## config.mk

```make
export PLATFORM = sky130hd
export DESIGN_NAME = spi_addr_hold_slave
export DESIGN_NICKNAME = d
export VERILOG_FILES = /design/src/rtl/spi_addr_hold_pkg.sv /design/src/rtl/sah_pin_sync.sv /design/src/rtl/sah_framer.sv /design/src/rtl/sah_txpath.sv /design/src/rtl/spi_addr_hold_slave.sv
export SDC_FILE = /design/constraint.sdc
export NUM_CORES = 1
export LEC_CHECK = 0
export ABC_AREA = 1
export BUFFER_PORTS_ARGS = -buffer_cell sky130_fd_sc_hd__buf_2
export CAP_MARGIN = 40
export CORE_ASPECT_RATIO = 0.6
export CORE_MARGIN = 10
export CORE_UTILIZATION = 35
export DETAILED_ROUTE_END_ITERATION = 10
export GPL_TIMING_DRIVEN = 0
export PLACE_DENSITY_LB_ADDON = 0.05
export SYNTH_ARGS = -nofsm -noshare
export SYNTH_HDL_FRONTEND = slang
export SYNTH_SLANG_ARGS = --single-unit
export TNS_END_PERCENT = 1
```

## constraint.sdc

```tcl
create_clock -name clk -period 2.35 [get_ports clk]
set_clock_uncertainty 0.05 [all_clocks]
set_input_delay 0.3525 -clock clk [delete_from_list [all_inputs] [get_ports clk]]
set_output_delay 0.3525 -clock clk [all_outputs]
set_load 0.03 [all_outputs]
```

## src/rtl/spi_addr_hold_pkg.sv

```systemverilog
package spi_addr_hold_pkg;

  localparam int BYTE_W  = 8;
  localparam int STRAP_W = 2;
  localparam int TYPE_W  = BYTE_W - STRAP_W;
  localparam int CNT_W   = $clog2(BYTE_W);

  typedef logic [BYTE_W-1:0] byte_t;

  // raw pin levels, as seen at the package boundary
  typedef struct packed {
    logic csn;
    logic sck;
    logic sdi;
    logic holdn;
  } pins_t;

  localparam int PINS_W = $bits(pins_t);

  // csn resets low so a pin that is already low at reset gives no falling edge
  localparam pins_t PINS_RST = '{csn: 1'b0, sck: 1'b0, sdi: 1'b0, holdn: 1'b1};

endpackage

```

## src/rtl/sah_pin_sync.sv

```systemverilog
module sah_pin_sync #(
  parameter int              W       = 4,
  parameter int              STAGES  = 2,
  parameter logic [W-1:0]    RST_VAL = '0
) (
  input  logic         clk,
  input  logic         rst_n,
  input  logic [W-1:0] d,
  output logic [W-1:0] q
);

  logic [STAGES-1:0][W-1:0] stg_q;

  for (genvar g = 0; g < STAGES; g++) begin : g_stage
    if (g == 0) begin : g_first
      always_ff @(posedge clk or negedge rst_n) begin
        if (!rst_n) stg_q[g] <= RST_VAL;
        else        stg_q[g] <= d;
      end
    end else begin : g_next
      always_ff @(posedge clk or negedge rst_n) begin
        if (!rst_n) stg_q[g] <= RST_VAL;
        else        stg_q[g] <= stg_q[g-1];
      end
    end
  end

  assign q = stg_q[STAGES-1];

endmodule

```

## src/rtl/sah_framer.sv

```systemverilog
module sah_framer
  import spi_addr_hold_pkg::*;
#(
  parameter logic [TYPE_W-1:0] DEV_TYPE = '0
) (
  input  logic               clk,
  input  logic               rst_n,
  input  pins_t              pin_s,
  input  logic [STRAP_W-1:0] strap,
  output logic               sel,
  output logic               matched,
  output logic               hold_act,
  output logic [CNT_W-1:0]   bit_pos,
  output logic               tx_load,
  output logic               tx_shift,
  output logic               wr_valid,
  output byte_t              wr_byte
);

  logic             csn_q, sck_q;
  logic             sel_q, sel_d;
  logic             first_q, first_d;
  logic             match_q, match_d;
  logic             hold_q, hold_d;
  logic [CNT_W-1:0] cnt_q, cnt_d;
  byte_t            sh_q, sh_d;
  logic             wv_q, wv_d;
  byte_t            wb_q, wb_d;

  logic  sck_rise, sck_fall, cs_fall, shift_en, byte_done, addr_ok;
  byte_t byte_val;

  always_comb begin
    sck_rise  = pin_s.sck & ~sck_q;
    sck_fall  = ~pin_s.sck & sck_q;
    cs_fall   = ~pin_s.csn & csn_q;
    shift_en  = sel_q & ~pin_s.csn & ~hold_q & sck_rise;
    byte_val  = {sh_q[BYTE_W-2:0], pin_s.sdi};
    byte_done = shift_en && (cnt_q == CNT_W'(BYTE_W-1));
    addr_ok   = (byte_val[BYTE_W-1:STRAP_W] == DEV_TYPE) &&
                (byte_val[STRAP_W-1:0] == strap);
    tx_load   = byte_done && (first_q ? addr_ok : match_q);
    tx_shift  = match_q & ~pin_s.csn & ~hold_q & sck_fall;
  end

  always_comb begin
    sel_d   = sel_q;
    first_d = first_q;
    match_d = match_q;
    cnt_d   = cnt_q;
    sh_d    = sh_q;
    wv_d    = 1'b0;
    wb_d    = wb_q;
    // pause state only moves while the serial clock is low
    hold_d  = pin_s.sck ? hold_q : ~pin_s.holdn;
    if (pin_s.csn) begin
      sel_d   = 1'b0;
      first_d = 1'b1;
      match_d = 1'b0;
      cnt_d   = '0;
    end else begin
      if (cs_fall) sel_d = 1'b1;
      if (shift_en) begin
        sh_d  = byte_val;
        cnt_d = byte_done ? '0 : cnt_q + 1'b1;
        if (byte_done) begin
          first_d = 1'b0;
          if (first_q) begin
            match_d = addr_ok;
          end else if (match_q) begin
            wv_d = 1'b1;
            wb_d = byte_val;
          end
        end
      end
    end
  end

  always_ff @(posedge clk or negedge rst_n) begin
    if (!rst_n) begin
      csn_q   <= PINS_RST.csn;
      sck_q   <= PINS_RST.sck;
      sel_q   <= 1'b0;
      first_q <= 1'b1;
      match_q <= 1'b0;
      hold_q  <= 1'b0;
      cnt_q   <= '0;
      sh_q    <= '0;
      wv_q    <= 1'b0;
      wb_q    <= '0;
    end else begin
      csn_q   <= pin_s.csn;
      sck_q   <= pin_s.sck;
      sel_q   <= sel_d;
      first_q <= first_d;
      match_q <= match_d;
      hold_q  <= hold_d;
      cnt_q   <= cnt_d;
      sh_q    <= sh_d;
      wv_q    <= wv_d;
      wb_q    <= wb_d;
    end
  end

  assign sel      = sel_q;
  assign matched  = match_q;
  assign hold_act = hold_q;
  assign bit_pos  = cnt_q;
  assign wr_valid = wv_q;
  assign wr_byte  = wb_q;

endmodule

```

## src/rtl/sah_txpath.sv

```systemverilog
module sah_txpath
  import spi_addr_hold_pkg::*;
(
  input  logic  clk,
  input  logic  rst_n,
  input  logic  load,
  input  logic  shift,
  input  byte_t rd_byte,
  input  logic  matched,
  input  logic  hold_act,
  input  logic  csn_s,
  output logic  sdo,
  output logic  sdo_oe
);

  byte_t tx_q, tx_d;
  logic  bit_q, bit_d;

  always_comb begin
    tx_d  = tx_q;
    bit_d = bit_q;
    if (load) begin
      tx_d = rd_byte;
    end else if (shift) begin
      bit_d = tx_q[BYTE_W-1];
      tx_d  = {tx_q[BYTE_W-2:0], 1'b0};
    end
  end

  always_ff @(posedge clk or negedge rst_n) begin
    if (!rst_n) begin
      tx_q  <= '0;
      bit_q <= 1'b0;
    end else begin
      tx_q  <= tx_d;
      bit_q <= bit_d;
    end
  end

  assign sdo_oe = matched & ~hold_act & ~csn_s;
  assign sdo    = bit_q & sdo_oe;

endmodule

```

## src/rtl/spi_addr_hold_slave.sv

```systemverilog
module spi_addr_hold_slave
  import spi_addr_hold_pkg::*;
#(
  parameter logic [5:0] DEV_TYPE    = 6'b101001,
  parameter int         SYNC_STAGES = 2
) (
  input  logic       clk,
  input  logic       rst_n,
  input  logic       cs_n,
  input  logic       sck,
  input  logic       sdi,
  input  logic       hold_n,
  input  logic [1:0] strap,
  input  logic [7:0] rd_byte,
  output logic       sdo,
  output logic       sdo_oe,
  output logic       wr_valid,
  output logic [7:0] wr_byte
);

  pins_t            pin_raw, pin_s;
  logic [PINS_W-1:0] pin_s_bits;
  logic             sel_w, matched_w, hold_w, load_w, shift_w;
  logic [CNT_W-1:0] bit_pos_w;

  assign pin_raw = '{csn: cs_n, sck: sck, sdi: sdi, holdn: hold_n};

  sah_pin_sync #(
    .W       (PINS_W),
    .STAGES  (SYNC_STAGES),
    .RST_VAL (PINS_RST)
  ) u_sync (
    .clk   (clk),
    .rst_n (rst_n),
    .d     (pin_raw),
    .q     (pin_s_bits)
  );

  assign pin_s = pin_s_bits;

  sah_framer #(
    .DEV_TYPE (DEV_TYPE)
  ) u_framer (
    .clk      (clk),
    .rst_n    (rst_n),
    .pin_s    (pin_s),
    .strap    (strap),
    .sel      (sel_w),
    .matched  (matched_w),
    .hold_act (hold_w),
    .bit_pos  (bit_pos_w),
    .tx_load  (load_w),
    .tx_shift (shift_w),
    .wr_valid (wr_valid),
    .wr_byte  (wr_byte)
  );

  sah_txpath u_tx (
    .clk      (clk),
    .rst_n    (rst_n),
    .load     (load_w),
    .shift    (shift_w),
    .rd_byte  (rd_byte),
    .matched  (matched_w),
    .hold_act (hold_w),
    .csn_s    (pin_s.csn),
    .sdo      (sdo),
    .sdo_oe   (sdo_oe)
  );

endmodule

```

==> flow_summary.json <==
{
  "outcome": "finished clean",
  "clock_latency_ns": 0.29,
  "rsz0062_at_grt": "false",
  "ioPinCount": 27,
  "cts_tree": "built",
  "dieArea_mm2": 0.00822,
  "ant_nets": 0,
  "drive_above_1_share_pct": 28.5,
  "start_util_pct": 37.0,
  "worst_pin_slew_ns": 0.399,
  "first_pass_iters": 4,
  "finalSetupTns_ns": 0,
  "period_minus_slack_ns": 1.75,
  "synth_xor_area_share_pct": 0,
  "yosysTopAreaCell": "dfrtp_1",
  "wire_per_inst_um": 13.1,
  "synth_cell_types": 19,
  "whs_path_depth": 1,
  "ys_seq_elements": 42,
  "n_fill_cell": 455,
  "clock_sinks": 42,
  "slew_violations": 0,
  "synthSimpleGateAreaFrac_pct": 25.3,
  "drc": 0,
  "crit_required_ns": 1.95,
  "yosysSeqAreaShare_pct": 61.2,
  "cp_max_fo": 4,
  "gp_congestion": 0.732,
  "avgSynthCellArea_um2": 10.1,
  "end_kind": "output pin",
  "core_mm2": 0.00466,
  "synth-compound-area-share_pct": 7.04,
  "syn_area_mm2": 0.00172,
  "via_count": 1202,
  "whs_ns": 0.0994,
  "regToRegStartpoint": "u_framer.bit_pos[0]$_DFFE_PN0P_",
  "die_h_um": 74.3,
  "synth_area_leaders": "dfrtp_1 57%, nand2_1 9.4%, nand3_1 7.6%, dfstp_2 4.6%, o21ai_2 3.6%",
  "cts.clk_slew.worst_paths_ns": 0.08,
  "drt-total-wl_um": 3540,
  "yosys_warnings": 0,
  "nets": 224,
  "r2r_slack_ns": 0.74,
  "r2r_end": "u_tx.tx_q[6]$_DFFE_PN0P_",
  "dieWidth_um": 111,
  "ir_drop_v": 0.000307,
  "grt_max_degree": 27,
  "fp-row-count": 19,
  "crit_type": "register to output pin",
  "grt_overflow": 0,
  "grt_pass1_vias": 1180,
  "cts_root_buf": "clkbuf_8",
  "finalHoldViolCount": 0,
  "power.density_mw_per_mm2": 685,
  "worst_slack_ns": 0.598,
  "htreeDepth": 2,
  "clk_path_buf_depth": 2,
  "antenna_found_initial": 0,
  "cts_made_buffers": 5,
  "reg2reg_depth": 7,
  "min_period_over_period_pct": 74.6,
  "cp-startpoint": "u_sync.q[3]$_DFF_PN0_",
  "synth.area.mux_share_pct": 0,
  "clock.fmax_mhz": 571,
  "grt_first_pass_wirelength_um": 5910,
  "max-cap-violations": 0,
  "hpwl_um": 2750,
  "cts_resized": 0,
  "startpoint_type": "register",
  "port_buffers": 26,
  "routed_via_density": 4.45,
  "synthCells": 171,
  "ctsHoldBuffers": 1,
  "antenna_cells": 0,
  "grt_usage_pct": 8.96,
  "synth_top_area_share_pct": 56.6,
  "hold_path_class": "primary input to register",
  "setup.worst_path.end": "sdo",
  "finalSetupViolations": 0,
  "dp_slack_ns": 0.725,
  "synth_top_family_by_area": "simple AND/OR/NAND/NOR gates",
  "p_leak_nw": 1.04,
  "maxSlewHeadroom_pct": 73.4,
  "area_growth_pct": 20.5,
  "arrival_ns": 1.35,
  "postCtsSetupBuffers": 0,
  "synth_fp_nets": 189,
  "synth_fa_ha_area_share_pct": 1.45,
  "drt-initial-drc-count": 56
}
[stage by stage]
stage / cells / util (%) / instance area, µm² / power, W
6_report: 270 / 44.5 / 2080 / 0.00142
5_1_grt: 270 / 44.5 / 2080 / 0.00149
4_1_cts: 270 / 44.5 / 2080 / 0.00144
3_5_place_dp: 261 / 41.9 / 1950 / 0.000864
3_3_place_gp: 260 / 41.5 / 1930 / 0.000856
2_1_floorplan: 171 / - / 1720 / 0.000818
[cell usage after synthesis]
| cell | n |
|---|---|
| a21oi_1 | 1 |
| buf_6 | 1 |
| clkbuf_1 | 1 |
| dfrtp_1 | 39 |
| dfstp_2 | 3 |
| ha_1 | 2 |
| inv_1 | 15 |
| inv_2 | 4 |
| nand2_1 | 43 |
| nand2_2 | 1 |
| nand2_4 | 1 |
| nand3_1 | 26 |
| nand3_2 | 2 |
| nand3_4 | 1 |
| nand4_4 | 1 |
| nor2_1 | 9 |
| nor2_4 | 3 |
| o21ai_0 | 11 |
| o21ai_2 | 7 |
[cell type report]
| type | count | area (µm²) | area share [%] |
|---|---|---|---|
| Clock buffer | 5 | 68.8 | 3.32 |
| Buffer | 2 | 15.0 | 0.723 |
| Sequential cell | 42 | 1050 | 50.8 |
| Clock inverter | 3 | 45.0 | 2.17 |
| Inverter | 19 | 71.3 | 3.44 |
| Timing Repair Buffer | 28 | 160 | 7.72 |
| Multi-Input combinational cell | 108 | 582 | 28.0 |
| Tap cell | 63 | 78.8 | 3.80 |
[layout by cell type (no fill, tap or decap), types with 2 or more instances in the layout]
cell,instances
clkinvlp_4,2
nand3_1,26
clkbuf_8,5
nand3_2,2
nor2_4,3
nand2_1,43
o21ai_2,7
inv_1,15
dfstp_2,3
o21ai_0,11
dfrtp_1,39
inv_2,4
buf_2,26
ha_1,2
nor2_1,9
[metal layers]
layer	wire [µm]	up-vias	track usage (%)
li1	-	621	-
met1	1810	552	12.3
met2	1490	24	12.4
met3	204	5	3.29
met4	36	0	3.45
met5	0	-	0
[power breakdown]
group	total, W	internal, W	switching (W)
sequential	0.000770	0.000751	0.0000190
clock	0.000573	0.000316	0.000257
combinational	0.0000791	0.0000292	0.0000499
total	0.00142	0.00110	0.000326
[state kept, by name (all words and copies together) (netlist names)]
register	flops
u_sync.stg_q	4
u_tx.bit_q	1
u_framer.sh_q	7
u_framer.first_q	1
u_framer.hold_act	1
u_framer.sck_q	1
u_framer.sel	1
u_framer.bit_pos	3
u_framer.wr_byte	8
u_tx.tx_q	8
u_framer.csn_q	1
u_framer.matched	1
u_sync.q	4
u_framer.wr_valid	1
[worst max-delay path: stages, from the launching register on]
cell and delay [ns]:
dfrtp_1 0.45, nor2_4 0.18, nand2_1 0.11, nor2_1 0.11, buf_2 0.21
[how the worst min path moves through the flow]
stage | startpoint | endpoint | slack [ns]
2_1_floorplan | rst_n | u_framer.bit_pos[0]$_DFFE_PN0P_ | 0.007
3_3_place_gp | u_sync.stg_q[2]$_DFF_PN0_ | u_sync.q[2]$_DFF_PN0_ | 0.28
3_5_place_dp | rst_n | u_framer.wr_byte[1]$_DFFE_PN0P_ | 0.25
4_1_cts | hold_n | u_sync.stg_q[0]$_DFF_PN1_ | 0.09
5_1_grt | hold_n | u_sync.stg_q[0]$_DFF_PN1_ | 0.08
6_report | hold_n | u_sync.stg_q[0]$_DFF_PN1_ | 0.1
[cell families (layout without fill, tap and decap cells)]
kind of cell               count (synthesis)  after routing
buffers and inverters                     21             57
adders and majority gates                  2              2
and+or+nand+nor                           87             87
DFF                                       42             42
AOI/OAI and AO/OA                         19             19
Power figures use the tool's default switching activity.
